--- config.mk ---
export PLATFORM = sky130hd
export DESIGN_NAME = serial_volume_port
export DESIGN_NICKNAME = d
export VERILOG_FILES = /design/src/rtl/serial_volume_port.sv
export SDC_FILE = /design/constraint.sdc
export NUM_CORES = 1
export LEC_CHECK = 0
export BUFFER_PORTS_ARGS = -buffer_cell sky130_fd_sc_hd__buf_4
export CAP_MARGIN = 15
export CORE_AREA = 2 2 94 96
export CTS_BUF_LIST = sky130_fd_sc_hd__clkbuf_4 sky130_fd_sc_hd__clkbuf_8
export CTS_CLUSTER_DIAMETER = 100
export CTS_CLUSTER_SIZE = 24
export DETAILED_ROUTE_END_ITERATION = 10
export DIE_AREA = 0 0 96 98
export MAX_ROUTING_LAYER = met4
export PLACE_DENSITY = 0.72
export REMOVE_ABC_BUFFERS = 1
export SLEW_MARGIN = 10
export SYNTH_ARGS = -nofsm -noshare
export SYNTH_HDL_FRONTEND = slang
export SYNTH_SLANG_ARGS = --single-unit
--- constraint.sdc ---
create_clock -name clk -period 2.7 [get_ports clk]
set_input_delay 0.27 -clock clk [delete_from_list [all_inputs] [get_ports clk]]
set_output_delay 0.27 -clock clk [all_outputs]
set_load 0.02 [all_outputs]
--- src/rtl/serial_volume_port.sv ---
module serial_volume_port #(
  parameter int GAIN_W     = 8,
  parameter int ZC_TIMEOUT = 4096
) (
  input  logic              clk,
  input  logic              rst_n,
  input  logic              mute_n,
  input  logic              sclk,
  input  logic              cs_n,
  input  logic              sdi,
  input  logic              zc_l,
  input  logic              zc_r,
  output logic              sdo,
  output logic              sdo_oe,
  output logic [GAIN_W-1:0] gain_l,
  output logic [GAIN_W-1:0] gain_r,
  output logic              pend_l,
  output logic              pend_r
);
  localparam int WORD_W = 2 * GAIN_W;
  localparam int CNT_W  = $clog2(ZC_TIMEOUT + 1);
  localparam logic [CNT_W-1:0] CNT_LAST = CNT_W'(ZC_TIMEOUT - 1);

  logic [2:0] sclk_p, cs_p, zl_p, zr_p;
  logic [1:0] sdi_p;
  logic [WORD_W-1:0] sr, pend_word;
  logic [GAIN_W-1:0] gain_q [2];
  logic [CNT_W-1:0]  cnt_q  [2];
  logic [1:0]        pend_q;
  logic              sclk_rise, cs_rise, latch_ev;
  logic [1:0]        zc_rise;

  always_ff @(posedge clk or negedge rst_n) begin
    if (!rst_n) begin
      sclk_p <= '0;
      cs_p   <= '1;
      zl_p   <= '0;
      zr_p   <= '0;
      sdi_p  <= '0;
    end else begin
      sclk_p <= {sclk_p[1:0], sclk};
      cs_p   <= {cs_p[1:0], cs_n};
      zl_p   <= {zl_p[1:0], zc_l};
      zr_p   <= {zr_p[1:0], zc_r};
      sdi_p  <= {sdi_p[0], sdi};
    end
  end

  assign sclk_rise  = sclk_p[1] & ~sclk_p[2];
  assign cs_rise    = cs_p[1] & ~cs_p[2];
  assign latch_ev   = cs_rise & mute_n;
  assign zc_rise[1] = zl_p[1] & ~zl_p[2];
  assign zc_rise[0] = zr_p[1] & ~zr_p[2];

  assign sdo    = sr[WORD_W-1];
  assign sdo_oe = ~cs_p[1];

  always_ff @(posedge clk or negedge rst_n) begin
    if (!rst_n) begin
      sr        <= '0;
      pend_word <= '0;
    end else if (!mute_n) begin
      sr        <= '0;
      pend_word <= '0;
    end else begin
      if (sclk_rise && !cs_p[1]) sr <= {sr[WORD_W-2:0], sdi_p[1]};
      if (latch_ev) pend_word <= sr;
    end
  end

  always_ff @(posedge clk or negedge rst_n) begin
    if (!rst_n) begin
      pend_q <= '0;
      for (int c = 0; c < 2; c++) begin
        gain_q[c] <= '0;
        cnt_q[c]  <= '0;
      end
    end else begin
      for (int c = 0; c < 2; c++) begin
        if (!mute_n) begin
          gain_q[c] <= '0;
          cnt_q[c]  <= '0;
          pend_q[c] <= 1'b0;
        end else if (latch_ev) begin
          cnt_q[c]  <= '0;
          pend_q[c] <= 1'b1;
        end else if (pend_q[c]) begin
          if (zc_rise[c] || cnt_q[c] == CNT_LAST) begin
            gain_q[c] <= pend_word[c*GAIN_W +: GAIN_W];
            cnt_q[c]  <= '0;
            pend_q[c] <= 1'b0;
          end else begin
            cnt_q[c] <= cnt_q[c] + 1'b1;
          end
        end
      end
    end
  end

  assign gain_l = gain_q[1];
  assign gain_r = gain_q[0];
  assign pend_l = pend_q[1];
  assign pend_r = pend_q[0];

  assert_mute_clears_R8: assert property (@(posedge clk) disable iff (!rst_n)
    !mute_n |=> (gain_l == '0 && gain_r == '0 && !pend_l && !pend_r && !sdo));

  assert_left_holds_R5: assert property (@(posedge clk) disable iff (!rst_n)
    (mute_n && !pend_l) |=> $stable(gain_l));

  assert_right_holds_R7: assert property (@(posedge clk) disable iff (!rst_n)
    (mute_n && !pend_r) |=> $stable(gain_r));

  assert_latch_sets_R4: assert property (@(posedge clk) disable iff (!rst_n)
    latch_ev |=> (pend_l && pend_r && pend_word == $past(sr) && $stable(gain_l) && $stable(gain_r)));

  assert_timeout_applies_R6: assert property (@(posedge clk) disable iff (!rst_n)
    (mute_n && pend_l && cnt_q[1] == CNT_LAST && !latch_ev)
      |=> (!pend_l && gain_l == $past(pend_word[WORD_W-1:GAIN_W])));

  assert_idle_shift_R9: assert property (@(posedge clk) disable iff (!rst_n)
    (mute_n && cs_p[1]) |=> $stable(sr));
endmodule

==> out/results.tsv, run 1 <==
stage	metric	value	unit
synth	synth_seq_cells	90	
finish	diodes	0	
sta	period_share	86.45	%
cts	h-tree-depth	3	
pwr	peakVddDrop	0.3900	mV
global_routing	antenna_found_initial	0	
synth	async_reset_ff_share	100.0	%
worst_setup_path	critPathKind	flop to flop	
finish	syn_to_final_growth	14.45	%
cts	cts_made_buffers	9	
worst_setup_path	crit_path_end_kind	flop	
placement	place_hpwl	5.713	mm
worst_setup_path	arrival	2620	ps
route	drt_iter0_drc	265	
finish	final_nets	463	
cts	hold_buffers	2	
die	start_util	48.06	%
global_routing	grt_pass1_wl	14.70	mm
sta	tightest_slew	744.0	ps
die	rows	34	
sta	hold_viol	0	
sta	slew_headroom	50.02	%
worst_setup_path	required	2990	ps
cts	cts_resized	0	
route	ant_nets	0	
die	die_w	96	um
synth	yosysTopAreaCellShare	53.51	%
die	core	8466	um2
route	vias	3324	
route	via_per_inst	5.873	
synth	ys_seq_area_share	55.44	%
placement	io_buffer_count	27	
route	remaining_drc_errors	0	
hold_path	hp-class	input port to flop	
synth	ys_types	46	
finish	seqCellArea	2256	um2
cts	insertion_delay	360	ps
synth	avgSynthCellArea	9.529	um2
pwr	power_density	544.8	nW/um2
cts	cts_setup_buffers	0	
worst_setup_path	startpoint_type	flop	
sta	rsz0062_at_grt	no	
cts	clock_path_buffers	2	
die	die_h	98	um
route	first_pass_iters	6	
synth	synth.most_common_cell	nand2_1	
sta	clock_skew	12.09	ps
global_routing	grt_max_degree	56	
job	maxCapViolCount	0	
finish	fill_cells	736	
worst_setup_path	crit_fanout	9	
cts	cts_sinks	90	
global_routing	grt_pass1_vias	3153	
status	outcome	finished, final reports clean	
finish	multi_input_area	1677	um2
die	ios	28	
cts	cts_tree	yes	
synth	yosysWarnings	0	
synth	syn_inst	427	
placement	gp_congestion	0.8816	
global_routing	track_usage	20.53	%
finish	drive_gt1_share	12.45	%
pwr	power	2537	uW
pwr	power_leakage	0.002004	uW
cts	cts_root_buffer	clkbuf_8	
synth	syn_area	4069	um2
synth	synthFlopType	dfrtp_1	
sta	fmax	428.4	MHz
synth	synth_common_cells	nand2_1, dfrtp_1, a21oi_1	
sta	setup_viol	0	
sta	min_period	2334	ps
global_routing	grt_overflow	0	
synth	synth_edf_count	0	
die	die_area	9408	um2
synth	synth_top_area_cell	dfrtp_1	
cts	path_clk_slew	90	ps
sta	drv_slew	0	
sta	tns	0	ps
route	routed_wl	8.730	mm
synth	ys_top_cells_by_area	dfrtp_1, nand2_1, a21oi_1, and3_1, mux2i_1	
route	routedWlPerCell	15.42	um
## cell usage in the layout, fill, tap and decap left out, types with 8 or more instances in the layout
cell	synthesis	routed
nor2_1	11	11
dfrtp_1	87	87
nand3_1	18	18
a311o_1	8	8
mux2i_1	9	9
nand2_1	100	100
nand4_1	12	12
a31oi_1	11	11
inv_1	9	9
clkbuf_8	0	9
buf_4	0	34
and3_1	22	22
nor3_1	10	10
a21oi_1	40	40
## final timing paths
kind / startpoint / endpoint / slack, ps / depth (start not counted)
worst min register to register: zr_p[0]$_DFF_PN0_ / zr_p[1]$_DFF_PN0_ / 360 / 0
worst max register to register: cnt_q[14]$_DFFE_PN0P_ / gain_r[6]$_DFFE_PN0P_ / 370 / 5
worst min-delay path: mute_n / gain_r[4]$_DFFE_PN0P_ / 330 / 3
worst max-delay path: cnt_q[14]$_DFFE_PN0P_ / gain_r[6]$_DFFE_PN0P_ / 370 / 5
max in group asynchronous: rst_n / cnt_q[23]$_DFFE_PN0P_ / 1530 / 3
min in group asynchronous: rst_n / pend_word[15]$_DFFE_PN0P_ / 490 / 2
## cell type report
type                    instances  area share, %
clock buffers                   9          2.660
clock inverters                 7          1.988
inverters                      10         0.8060
multi-input cells             301          36.00
flip-flops and latches         90          48.44
well taps                     108          2.902
repair buffers                 41          7.200
## state kept, by name, indices dropped and copies added (netlist names)
name	count
cnt_q	26
pend_word	16
sr	16
gain_l	8
gain_r	8
cs_p	3
sclk_p	3
zl_p	3
zr_p	3
pend_q	2
sdi_p	2
## kinds of logic (layout without fill, tap and decap cells)
kind of cell | Yosys count | count (layout) | share of synthesized area, %
flip-flops | 90 | 90 | 55.44
buffers and inverters | 36 | 67 | 3.352
AND/OR/NAND/NOR | 200 | 200 | 23.71
AO/OA/AOI/OAI | 90 | 90 | 14.67
adder cells (fa/ha/maj) | 2 | 2 | 0.6149
multiplexers | 9 | 9 | 2.214
## routing by layer
metal,up-vias,share of wire (%),wire [um],GRT usage [%]
li1,1584,-,-,-
met1,1627,45,3953,28.00
met2,97,49,4247,29.97
met3,16,4.1,355,4.012
met4,0,2.0,173,8.681
met5,-,0,0,-
## through the flow
stage	instances	utilization, %	setup WS [ps]	instance area, um2	hold slack, ps
2_1_floorplan	401	-	437.0	3970	-25.59
3_3_place_gp	544	51.74	490.5	4380	333.0
3_5_place_dp	544	51.74	418.8	4380	337.9
4_1_cts	562	54.54	374.3	4617	1.032
5_1_grt	566	55.01	215.1	4657	352.4
6_report	566	55.01	365.8	4657	329.2
## critical path, cell delays in order (launching register included)
cell	delay, ps
dfrtp_1	400
ha_1	230
nand3_4	140
or4_1	620
a211oi_4	590
mux2i_1	270
## power by group
group	internal (uW)	switching, uW
sequential	1360	11.6
clock	521	487
combinational	42.9	111
No activity file was read; power rests on OpenSTA's default activity.
==> run 2: changes to the inputs <==
--- a/config.mk
+++ b/config.mk
@@ -14,7 +14,7 @@
 export DETAILED_ROUTE_END_ITERATION = 10
 export DIE_AREA = 0 0 96 98
 export MAX_ROUTING_LAYER = met4
-export PLACE_DENSITY = 0.72
+export PLACE_DENSITY = 0.75
 export REMOVE_ABC_BUFFERS = 1
 export SLEW_MARGIN = 10
 export SYNTH_ARGS = -nofsm -noshare
==> constraint.sdc (replaced) <==
create_clock -name clk -period 1.95 [get_ports clk]
set_input_delay 0.195 -clock clk [delete_from_list [all_inputs] [get_ports clk]]
set_output_delay 0.195 -clock clk [all_outputs]
set_load 0.02 [all_outputs]
==> out/results.tsv, run 2 (same netlist as run 1, synthesis figures left out) <==
stage	metric	value	unit	change
die	die_w	96	um	unchanged
worst_setup_path	worstRegToRegCells	5		unchanged
cts	cts_root_buffer	clkbuf_8		unchanged
pwr	power	3583	uW	was 2537 uW
finish	largest_register_ffs	26		unchanged
worst_setup_path	crit_path_end_kind	flop		unchanged
die	rows	34		unchanged
hold_path	hp-class	input port to flop		unchanged
status	outcome	finished, final reports clean		unchanged
global_routing	track_usage	22.51	%	was 20.53%
die	core	8466	um2	unchanged
cts	insertion_delay	350	ps	was 360 ps
cts	cts_sinks	90		unchanged
pwr	peakVddDrop	0.5090	mV	was 0.3900 mV
placement	place_inst	575		was 544
cts	h-tree-depth	3		unchanged
global_routing	grt_overflow	0		unchanged
worst_setup_path	required	2190	ps	was 2990 ps
placement	placed_area	4626	um2	was 4380 um2
worst_setup_path	critPathKind	flop to flop		unchanged
route	first_pass_iters	5		was 6
sta	rsz0062_at_grt	yes		was no
finish	diodes	0		unchanged
sta	hold_viol	0		unchanged
finish	top_regs	cnt_q: 26 flops, pend_word: 16 flops, sr: 16 flops		unchanged
pwr	power_density	713.0	nW/um2	was 544.8 nW/um2
placement	io_buffer_count	27		unchanged
route	drt_iter0_drc	270		was 265
cts	cts_made_buffers	9		unchanged
global_routing	grt_pass1_wl	16.32	mm	was 14.70 mm
finish	fin_cells	598		was 566
worst_setup_path	cp-startpoint	cnt_q[1]$_DFFE_PN0P_		was cnt_q[14]$_DFFE_PN0P_
route	remaining_drc_errors	0		unchanged
finish	fill_cells	710		was 736
route	routedWlPerCell	15.86	um	was 15.42 um
sta	slew_headroom	57.10	%	was 50.02%
cts	clock_path_buffers	2		unchanged
placement	place_hpwl	6.333	mm	was 5.713 mm
hold_path	min_path_cells	2		was 3
die	die_h	98	um	unchanged
finish	layout_common_cells	nand2_1, dfrtp_1, buf_4		was nand2_1, dfrtp_1, a21oi_1
global_routing	grt_pass1_vias	3520		was 3,153
die	start_util	48.06	%	unchanged
finish	final_common_cell	nand2_1		unchanged
die	die_area	9408	um2	unchanged
worst_setup_path	startpoint_type	flop		unchanged
sta	setup_viol	0		unchanged
sta	drv_slew	0		unchanged
sta	min_period	1927	ps	was 2334 ps
pwr	power_leakage	0.002160	uW	was 0.002004 uW
sta	fmax	519.0	MHz	was 428.4 MHz
finish	final_nets	496		was 463
finish	utilization	59.36	%	was 55.01%
route	via_per_inst	5.824		was 5.873
global_routing	grt_max_degree	38		was 56
sta	clock_skew	5.104	ps	was 12.09 ps
finish	final_area	5025	um2	was 4657 um2
worst_setup_path	rr_startpoint	cnt_q[1]$_DFFE_PN0P_		was cnt_q[14]$_DFFE_PN0P_
finish	regMostFlops	cnt_q		unchanged
global_routing	antenna_found_initial	0		unchanged
route	routed_wl	9.482	mm	was 8.730 mm
placement	gp_congestion	0.8669		was 0.8816
cts	path_clk_slew	90	ps	about the same
die	ios	28		unchanged
job	maxCapViolCount	0		unchanged
sta	tightest_slew	641.1	ps	was 744.0 ps
hold_path	min_from	mute_n		unchanged
worst_setup_path	crit_fanout	5		was 9
finish	syn_to_final_growth	23.49	%	was 14.45%
worst_setup_path	arrival	2160	ps	was 2620 ps
sta	period_share	98.81	%	was 86.45%
cts	cts_tree	yes		unchanged
route	ant_nets	0		unchanged
route	vias	3483		was 3,324
finish	drive_gt1_share	21.84	%	was 12.45%
run 2: cell count changes in the layout (fill, tap and decap cells not counted), moves of 2 or more:
cell,before,now
or4_1,4,2
buf_4,34,64
clkinv_2,3,1
ha_1,2,0
or4_4,0,3
nor3_2,0,2
a31oi_1,11,9
nor3_1,10,8
and3_4,0,8
and3_1,22,14
a31oi_2,0,2
clkbuf_8,9,11
run 2: area by class of cell:
type	instances	area, um2	share of cell area (%)
clock buffer	11	151.4	3.013
timing repair buffer	73	591.8	11.78
tap	108	135.1	2.689
sequential	90	2256	44.90
multi-input combinational	302	1779	35.41
inverter	10	37.54	0.7470
clock inverter	4	73.82	1.469
run 2: timing repair:
item,in CTS,in global routing
gates resized for setup,3,18
setup buffers,0,1
hold endpoints to repair,37,0
hold buffers,6,0
pin swaps,1,22
cloned,0,1
endpoints found under the setup margin,19,23
run 2: final timing paths:
| path | endpoint | slack, ps |
|---|---|---|
| max | gain_l[6]$_DFFE_PN0P_ | 20 |
| min | gain_l[4]$_DFFE_PN0P_ | 290 |
| max reg2reg | gain_l[6]$_DFFE_PN0P_ | 20 |
| min reg2reg | zl_p[1]$_DFF_PN0_ | 360 |
| max in group asynchronous | sr[5]$_DFFE_PN0P_ | 930 |
| min in group asynchronous | sr[13]$_DFFE_PN0P_ | 350 |
run 2: per-stage QoR:
stage | TNS (ps) | hold WS, ps | setup slack (ps)
2_1_floorplan | -6632 | -100.6 | -313.0
3_3_place_gp | -90.72 | 188.7 | -15.50
3_5_place_dp | -700.5 | 193.8 | -88.20
4_1_cts | 0 | 277.6 | 1.120
5_1_grt | -547.3 | 291.6 | -55.12
6_report | 0 | 291.6 | 23.29
run 2: where the power goes:
part | switching, uW | total, uW | internal (uW)
clock network | 642 | 1430 | 788
logic | 167 | 250 | 83.2
registers | 14.2 | 1900 | 1890
run 2: critical path, cell delays in order (launching register included):
cell	delay (ps)
dfrtp_1	360
ha_2	190
nand4_1	160
or4_4	640
and3_4	200
a311o_1	260
run 2: per-layer routing:
layer  up-vias  routed length [um]  GRT usage [%]
met5         -                   0              -
met2        91                4848          34.35
li1       1645                   -              -
met4         0                 116          8.681
met3        15                 424          4.475
met1      1732                4091          29.63
==> run 3: changes to the inputs <==
--- a/config.mk
+++ b/config.mk
@@ -14,7 +14,7 @@
 export DETAILED_ROUTE_END_ITERATION = 10
 export DIE_AREA = 0 0 96 98
 export MAX_ROUTING_LAYER = met4
-export PLACE_DENSITY = 0.75
+export PLACE_DENSITY = 0.72
 export REMOVE_ABC_BUFFERS = 1
 export SLEW_MARGIN = 10
 export SYNTH_ARGS = -nofsm -noshare
==> constraint.sdc (replaced) <==
create_clock -name clk -period 1.9 [get_ports clk]
set_input_delay 0.19 -clock clk [delete_from_list [all_inputs] [get_ports clk]]
set_output_delay 0.19 -clock clk [all_outputs]
set_load 0.02 [all_outputs]
==> out/results.tsv, run 3 (same netlist as run 1, synthesis figures left out) <==
stage	metric	value	unit	change
worst_setup_path	slowest_stage	or4_4		unchanged
die	core	8466	um2	unchanged
worst_setup_path	critPathBufInv	0		unchanged
sta	tightest_slew	703.1	ps	was 641.1 ps
global_routing	antenna_found_initial	0		unchanged
sta	fmax	505.3	MHz	was 519.0 MHz
cts	cts_made_buffers	9		unchanged
sta	period_share	104.2	%	was 98.81%
die	rows	34		unchanged
sta	min_period	1979	ps	was 1927 ps
worst_setup_path	critPathKind	flop to flop		unchanged
finish	utilization	59.49	%	was 59.36%
route	drt_iter0_drc	168		was 270
route	remaining_drc_errors	0		unchanged
cts	cts_tree	yes		unchanged
sta	setup_viol	8		was 0
global_routing	grt_overflow	0		unchanged
worst_setup_path	max_stage_delay	610	ps	was 640 ps
sta	drv_slew	0		unchanged
route	vias	3435		was 3,483
finish	fill_cells	708		was 710
finish	drive_gt1_share	21.57	%	was 21.84%
worst_setup_path	cp_top_family	simple AND/OR/NAND/NOR gates		unchanged
worst_setup_path	required	2140	ps	was 2190 ps
finish	syn_to_final_growth	23.77	%	was 23.49%
hold_path	hp-class	input port to flop		unchanged
route	routedWlPerCell	15.38	um	was 15.86 um
die	ios	28		unchanged
die	die_area	9408	um2	unchanged
status	outcome	finished, violations left		was finished, final reports clean
finish	top_regs	cnt_q: 26 flops, pend_word: 16 flops, sr: 16 flops		unchanged
route	via_per_inst	5.687		was 5.824
route	top_layer	met4		unchanged
worst_setup_path	startpoint_type	flop		unchanged
finish	regMostFlops	cnt_q		unchanged
global_routing	grt_pass1_vias	3380		was 3,520
sta	slew_headroom	52.96	%	was 57.10%
cts	path_clk_slew	90	ps	about the same
placement	pre_cts_slack	-141.0	ps	was -88.20 ps
finish	layout_common_cells	nand2_1, dfrtp_1, buf_4		unchanged
worst_setup_path	cp_cell_sequence	ha_2 -> nand4_1 -> or4_4 -> and3_1 -> a311o_1		was ha_2 -> nand4_1 -> or4_4 -> and3_4 -> a311o_1
global_routing	track_usage	21.53	%	was 22.51%
status	violations	negative setup slack		
die	start_util	48.06	%	unchanged
worst_setup_path	crit_path_end_kind	flop		unchanged
pwr	peakVddDrop	0.4679	mV	was 0.5090 mV
worst_setup_path	arrival	2220	ps	was 2160 ps
cts	insertion_delay	350	ps	about the same
cts	cts_sinks	90		unchanged
pwr	power_leakage	0.002175	uW	was 0.002160 uW
sta	fin_ws	-79.21	ps	was 23.29 ps
cts	h-tree-depth	3		unchanged
global_routing	grt_max_degree	52		was 38
die	die_w	96	um	unchanged
route	ant_nets	0		unchanged
route	wl_met2	4.777	mm	was 4.848 mm
die	die_h	98	um	unchanged
pwr	power_density	722.9	nW/um2	was 713.0 nW/um2
route	routed_wl	9.291	mm	was 9.482 mm
worst_setup_path	crit_fanout	5		unchanged
route	wl_met3	319	um	was 424 um
route	first_pass_iters	5		unchanged
finish	final_nets	501		was 496
finish	diodes	0		unchanged
placement	gp_congestion	0.9009		was 0.8669
placement	io_buffer_count	27		unchanged
placement	place_hpwl	6.224	mm	was 6.333 mm
global_routing	grt_pass1_wl	15.70	mm	was 16.32 mm
finish	largest_register_ffs	26		unchanged
cts	cts_root_buffer	clkbuf_8		unchanged
sta	rsz0062_at_grt	yes		unchanged
job	maxCapViolCount	0		unchanged
route	wl_met1	4.088	mm	was 4.091 mm
sta	clock_skew	9.423	ps	was 5.104 ps
sta	hold_viol	0		unchanged
finish	final_common_cell	nand2_1		unchanged
cts	clock_path_buffers	2		unchanged
-- run 3: changes by cell type in the layout (fill, tap and decap cells not counted), sizes merged --
cell	change
buf	+5
clkinvlp	+3
clkbuf	-1
inv	-1
-- run 3: final timing paths --
kind                                      startpoint  cells after the start                    end  slack [ps]
worst min-delay path                          mute_n                      3    pend_q[1]$_DFF_PN0_         270
max in group asynchronous                      rst_n                      3      zr_p[1]$_DFF_PN0_         900
worst max register to register  cnt_q[0]$_DFFE_PN0P_                      5  gain_l[3]$_DFFE_PN0P_         -80
worst max-delay path            cnt_q[0]$_DFFE_PN0P_                      5  gain_l[3]$_DFFE_PN0P_         -80
min in group asynchronous                      rst_n                      2     sr[14]$_DFFE_PN0P_         410
worst min register to register     zl_p[0]$_DFF_PN0_                      0      zl_p[1]$_DFF_PN0_         360
-- run 3: power breakdown --
part / switching (uW) / leakage (uW) / total [uW] / internal (uW)
clock: 676 / 0.000102 / 1430 / 758
combinational: 167 / 0.000853 / 252 / 85.1
sequential: 16.8 / 0.00122 / 1950 / 1940
total: 860 / 0.00217 / 3640 / 2780
-- run 3: final cells by class --
cell class | instances | area, um2 | share of cell area, %
well taps | 108 | 135.1 | 2.683
clock inverters | 6 | 91.34 | 1.814
multi-input cells | 302 | 1752 | 34.78
inverters | 10 | 37.54 | 0.7453
repair buffers | 78 | 633.1 | 12.57
clock buffers | 10 | 131.4 | 2.609
flip-flops and latches | 90 | 2256 | 44.79
-- run 3: tightest hold or removal path: stages --
cell and delay, ps:
buf_4 110, inv_1 100, o21ai_0 180
-- run 3: repair_timing --
item / 4_1_cts / 5_1_grt
hold endpoints to repair: 50 / 0
buffers inserted: 2 / 2
gates resized for setup: 4 / 12
setup endpoints to repair: 34 / 30
hold buffers: 6 / 0
pin swaps: 3 / 16
cloned: 0 / 1
-- run 3: metal layers --
metal,vias to the layer above,global-route usage (%)
met2,68,32.80
met5,-,-
met1,1701,29.16
met4,0,8.022
li1,1654,-
met3,12,3.395
-- run 3: per-stage QoR --
step                TNS (ps)  hold slack, ps  instance area, um2  power [uW]  std cells
floorplan              -8417          -105.6                3970        2084        401
global placement      -859.2           265.9                4641        2223        577
detailed placement     -2154           269.4                4641        2230        577
CTS                   -400.5           249.3                4959        3666        601
global route           -1499           305.5                5036        3783        604
finish                -350.0           269.4                5036        3641        604
